[src/rtl/svc_pkg.sv]
package svc_pkg;
    localparam int WORD_BITS = 16;
    localparam int CODE_BITS = 5;
    localparam int CODE_TOP  = 15;
    localparam int BASE_MV   = 600;
    localparam int STEP_MV   = 25;
    localparam int MAX_MV    = BASE_MV + STEP_MV * ((1 << CODE_BITS) - 1);
    localparam int MV_BITS   = $clog2(MAX_MV + 1);
    localparam int CNT_BITS  = $clog2(WORD_BITS + 1);

    typedef logic [CODE_BITS-1:0] code_t;
    typedef logic [MV_BITS-1:0]   mv_t;

    typedef struct packed {
        logic  valid;
        code_t code;
    } cmd_t;

    function automatic mv_t code_to_mv(input code_t c);
        return mv_t'(BASE_MV + STEP_MV * int'(c));
    endfunction
endpackage

[src/rtl/svc_sync.sv]
module svc_sync #(
    parameter int LINES = 3
) (
    input  logic             clk,
    input  logic             rst,
    input  logic [LINES-1:0] async_i,
    output logic [LINES-1:0] sync_o
);
    for (genvar g = 0; g < LINES; g++) begin : g_line
        logic meta_q, stab_q;
        always_ff @(posedge clk) begin
            if (rst) begin
                meta_q <= 1'b0;
                stab_q <= 1'b0;
            end else begin
                meta_q <= async_i[g];
                stab_q <= meta_q;
            end
        end
        assign sync_o[g] = stab_q;
    end
endmodule

[src/rtl/svc_framer.sv]
module svc_framer
    import svc_pkg::*;
(
    input  logic clk,
    input  logic rst,
    input  logic sel_i,
    input  logic sclk_i,
    input  logic sdat_i,
    output cmd_t cmd_o
);
    logic                 sclk_prev_q;
    logic [WORD_BITS-2:0] shift_q;
    logic [CNT_BITS-1:0]  count_q;
    logic                 rise;

    always_comb rise = sclk_i && !sclk_prev_q;

    always_ff @(posedge clk) begin
        if (rst) begin
            sclk_prev_q <= 1'b0;
            shift_q     <= '0;
            count_q     <= '0;
            cmd_o       <= '0;
        end else begin
            sclk_prev_q <= sclk_i;
            cmd_o.valid <= 1'b0;
            if (!sel_i) begin
                count_q <= '0;
            end else if (rise && count_q < CNT_BITS'(WORD_BITS)) begin
                shift_q <= {shift_q[WORD_BITS-3:0], sdat_i};
                count_q <= count_q + 1'b1;
                if (count_q == CNT_BITS'(WORD_BITS - 1)) begin
                    cmd_o.valid <= 1'b1;
                    cmd_o.code  <= shift_q[CODE_TOP-1 -: CODE_BITS];
                end
            end
        end
    end
endmodule

[src/rtl/svc_commit.sv]
module svc_commit
    import svc_pkg::*;
#(
    parameter code_t RESET_CODE = code_t'(8)
) (
    input  logic  clk,
    input  logic  rst,
    input  cmd_t  cmd_i,
    output code_t code_o,
    output mv_t   mv_o,
    output logic  upd_o
);
    always_ff @(posedge clk) begin
        if (rst) begin
            code_o <= RESET_CODE;
            upd_o  <= 1'b0;
        end else begin
            upd_o <= cmd_i.valid;
            if (cmd_i.valid) code_o <= cmd_i.code;
        end
    end

    always_comb mv_o = code_to_mv(code_o);
endmodule

[src/rtl/vcore_serial_rx.sv]
module vcore_serial_rx
    import svc_pkg::*;
#(
    parameter code_t RESET_CODE = code_t'(8)
) (
    input  logic                 clk,
    input  logic                 rst,
    input  logic                 ser_cs_n,
    input  logic                 ser_clk,
    input  logic                 ser_data,
    output logic [CODE_BITS-1:0] code_o,
    output logic [MV_BITS-1:0]   mv_o,
    output logic                 upd_o
);
    logic [2:0] sync_lines;
    cmd_t       cmd;

    svc_sync #(.LINES(3)) u_sync (
        .clk     (clk),
        .rst     (rst),
        .async_i ({~ser_cs_n, ser_clk, ser_data}),
        .sync_o  (sync_lines)
    );

    svc_framer u_framer (
        .clk    (clk),
        .rst    (rst),
        .sel_i  (sync_lines[2]),
        .sclk_i (sync_lines[1]),
        .sdat_i (sync_lines[0]),
        .cmd_o  (cmd)
    );

    svc_commit #(.RESET_CODE(RESET_CODE)) u_commit (
        .clk    (clk),
        .rst    (rst),
        .cmd_i  (cmd),
        .code_o (code_o),
        .mv_o   (mv_o),
        .upd_o  (upd_o)
    );
endmodule

[config.mk]
export PLATFORM = sky130hd
export DESIGN_NAME = vcore_serial_rx
export DESIGN_NICKNAME = d
export VERILOG_FILES = /design/src/rtl/svc_pkg.sv /design/src/rtl/svc_sync.sv /design/src/rtl/svc_framer.sv /design/src/rtl/svc_commit.sv /design/src/rtl/vcore_serial_rx.sv
export SDC_FILE = /design/constraint.sdc
export NUM_CORES = 1
export LEC_CHECK = 0
export BUFFER_PORTS_ARGS = -buffer_cell sky130_fd_sc_hd__buf_4
export CORE_MARGIN = 2
export CORE_UTILIZATION = 35
export CTS_CLUSTER_SIZE = 10
export DETAILED_ROUTE_END_ITERATION = 10
export PLACE_DENSITY = 0.53
export SETUP_SLACK_MARGIN = 0.05
export SYNTH_ARGS = -nofsm -noshare
export SYNTH_HDL_FRONTEND = slang
export SYNTH_HIERARCHICAL = 1
export SYNTH_SLANG_ARGS = --single-unit
[constraint.sdc]
create_clock -name clk -period 3.1 [get_ports clk]
set_input_delay 0.465 -clock clk [delete_from_list [all_inputs] [get_ports clk]]
set_output_delay 0.465 -clock clk [all_outputs]
set_load 0.02 [all_outputs]
==> impl_results.md <==
* Status: finished, violations left
* Violated checks: setup timing
* Syn. warnings at 6
* Max IR drop VDD at 0.000359 V
* GP Congestion at 0.701
* Antenna violations before repair at 0
* Buffers on Ports at 21
* TritonCTS clock tree: done
* Largest net degree at the start of global routing at 36
* Worst reg2reg setup slack at 1.63 ns
* WP data required at 2.63 ns
* Switch Pwr at 177 µW
* I/O pins at 22
* CP Class: reg2out
* R2R Path Start: u_framer/count_q[0]
* Hold worst-path end: u_sync/g_line[0].meta_q
* RSZ-0062 raised after global routing: true
* Die Ht at 75.9 µm
* DRT Pass-1 Iters at 4
* Starting density of the core at 35.9%
* RR Endpoint: u_framer/cmd_o[0]
* Post-synthesis cell count at 201
* Netlist Area Pre-Place at 1810 µm²
* Distinct cells, synth at 28
* Ant. Diodes at 0
* CTS Hold Buffers Added at 0
* Max Root-Sink Buffers at 2
* Power Internal at 770 µW
* Pwr Total at 946 µW
* Slew margin rel. at 73.2%
* Num CTS Buffers at 5
* Nets at 250
* Wire length per cell at 10.0 µm
* Final hold vios at 0
* Seq/Total Area, Yosys at 43.2%
* Final min period at 3.35 ns
* DPL Wire Length at 2100 µm
* Max cap viols at 0
* Path depth of the worst reg2reg path at 6
* Setup_tns at -0.405 ns
* Synth Area per Inst at 9.00 µm²
* Area of the multi-input gates at 927 µm²
* Number of vias in the routed layout at 1319
* Core area at 5040 µm²
* Total Routed Length at 2970 µm
* Vias in the first global route at 1267
* Comb power frac at 1.9%
* Post-route cell area at 2240 µm²
* Clock transition at path regs at 0.07 ns
* Clock share of power at 44.8%
* Hold Path Origin: ser_data
* Async SR Flop Fraction at 0%
* Top FF cell, synth: dfxtp_1
* Hold depth at 2
* Worst setup SP type: register
* First-pass GRT wire length at 5370 µm
* Clock Latency Late Sink at 0.28 ns
* DR vias/cell at 4.44
* Switching fraction of total power at 18.7%
* Full die area at 5760 µm²
* Synth Register Bits at 39
* Setup ws final at -0.248 ns
* Max H-tree Level at 2
* Pleak at 0.000929 µW
* Filler cells at 508
* Fin crit share at 108%
* Fin util at 44.4%
* Clock Skews at 0.00601 ns
* Total track usage at 12.1%
* EDFF count, synth at 0
* Arrival time worst endpoint at 2.88 ns
* Drt initial violations at 45
* CTS sink cnt at 39
* Min-Delay Path Class: in2reg
* Clock root cell: clkbuf_8
* Area growth, synth to finish at 23.7%
* Final setup viols at 2
* Post-Synthesis Net Count at 225
* Actual slew at the worst max-slew pin at 0.402 ns
* Die width at 75.9 µm
* CP endpoint kind: output pin
* DRC violations left at 0
* Max Fanout on Critical Path at 2
* Slew Viols, Final at 0
* GR Overflow Total at 0
* Post-DRT Antenna Nets at 0
* Std-Cell Rows at 26
* Sequential Power Share at 53.3%
* Area of placed instances at 2080 µm²
* Fmax at 299 MHz
* PD cells at 423 nW/µm²
* Register area at 793 µm²
* Layout cell share with drive strength beyond 1 at 26.9%
through the flow:
step	worst slack [ns]	hold slack, ns	instances
2_1_floorplan	0.0500	0.414	201
3_3_place_gp	-0.0326	0.417	287
3_5_place_dp	-0.0766	0.420	287
4_1_cts	-0.263	0.381	296
5_1_grt	-0.366	0.390	297
6_report	-0.248	0.390	297
worst max path at each step:
stage / start / slack [ns] / end
floorplan: u_commit/code_o[1] / 0.05 / mv_o[9]
global placement: u_commit/code_o[1] / -0.03 / mv_o[9]
detailed placement: u_commit/code_o[1] / -0.08 / mv_o[9]
CTS: u_commit/code_o[2] / -0.26 / mv_o[9]
global route: u_commit/code_o[2] / -0.37 / mv_o[9]
finish: u_commit/code_o[2] / -0.25 / mv_o[9]
flip-flops by register name, summed over array words and instances (netlist names):
signal                cells
u_commit/upd_o            1
u_sync/g_line.stab_q      3
u_framer/cmd_o            6
u_framer/sclk_prev_q      1
u_commit/code_o           5
u_framer/count_q          5
u_framer/shift_q         15
u_sync/g_line.meta_q      3
placed cells by master, fill, tap and decap left out, drive strengths merged:
cell,synthesis,routed
nand4,1,1
buf,11,31
bufinv,0,1
and3,1,1
nor2,13,13
a21o,1,1
a211o,1,1
clkinv,0,1
nand2,32,32
nor3,1,1
nor2b,8,8
xor2,1,1
mux2,1,1
nand2b,2,2
nand4bb,1,1
inv,19,19
fa,4,4
ha,15,15
o211ai,1,1
a21oi,23,23
mux2i,5,5
and4bb,2,2
xnor2,5,5
nor3b,1,1
clkbuf,2,6
o21ai,5,5
nand3,6,6
dfxtp,39,39
critical path: stages (launching register included):
cell and delay (ns):
dfxtp_4 0.35, inv_2 0.03, fa_1 0.52, inv_1 0.05, fa_1 0.48, ha_2 0.18
inv_2 0.04, fa_2 0.33, nand2b_4 0.15, a21oi_4 0.20, xnor2_4 0.13, buf_6 0.13
kinds of logic (layout without fill, tap and decap cells):
logic type	after synthesis	count (layout)	share of synthesized area (%)
AOI/OAI and AO/OA	31	31	9.27
DFF	39	39	43.2
adders and majority gates	19	19	14.8
buffers and inverters	32	58	8.37
muxes	6	6	3.39
and+or+nand+nor	68	68	18.1
xor gates and xnor gates	6	6	2.90
cell usage after synthesis, types with 2 or more instances:
cell type / count / area (µm²)
a21oi_1: 22 / 110
and4bb_2: 2 / 25.0
buf_2: 4 / 20.0
buf_4: 7 / 52.6
clkbuf_1: 2 / 7.51
dfxtp_1: 39 / 781
fa_1: 4 / 80.1
ha_1: 15 / 188
inv_1: 19 / 71.3
mux2i_1: 5 / 50.1
nand2_1: 32 / 120
nand2b_1: 2 / 12.5
nand3_1: 6 / 30.0
nor2_1: 13 / 48.8
nor2b_1: 8 / 50.1
o21ai_0: 5 / 25.0
xnor2_1: 5 / 43.8
per-layer routing:
layer  track usage [%]  vias to the layer above  wire, µm
li1                  -                      697         -
met1              14.7                      602      1420
met2              20.2                       18      1430
met3              3.17                        2        87
met4              5.26                        0        30
met5                 0                        -         0
power groups by stage:
stage	Sequential [µW]	Clock, µW	Combinational, µW
after floorplan	515	0	12.9
after global placement	516	0	18.6
after detailed placement	516	0	18.6
after CTS	504	443	18.6
after global routing	504	467	20.7
final	504	424	18.2
repair_timing:
action | 4_1_cts | 5_1_grt
pin swaps | 6 | 4
endpoints found under the setup margin | 5 | 5
gates resized for setup | 8 | 4
hold endpoints to repair | 0 | 0
buffers inserted | 1 | 1
area by class of cell:
| cell class | count | area share [%] |
|---|---|---|
| Timing Repair Buffer | 31 | 10.7 |
| Inverter | 19 | 3.19 |
| Tap cell | 70 | 3.91 |
| Clock buffer | 6 | 3.69 |
| Multi-Input combinational cell | 130 | 41.4 |
| Clock inverter | 2 | 1.57 |
| Sequential cell | 39 | 35.5 |
Note: power is estimated with default switching activity, not from simulation.
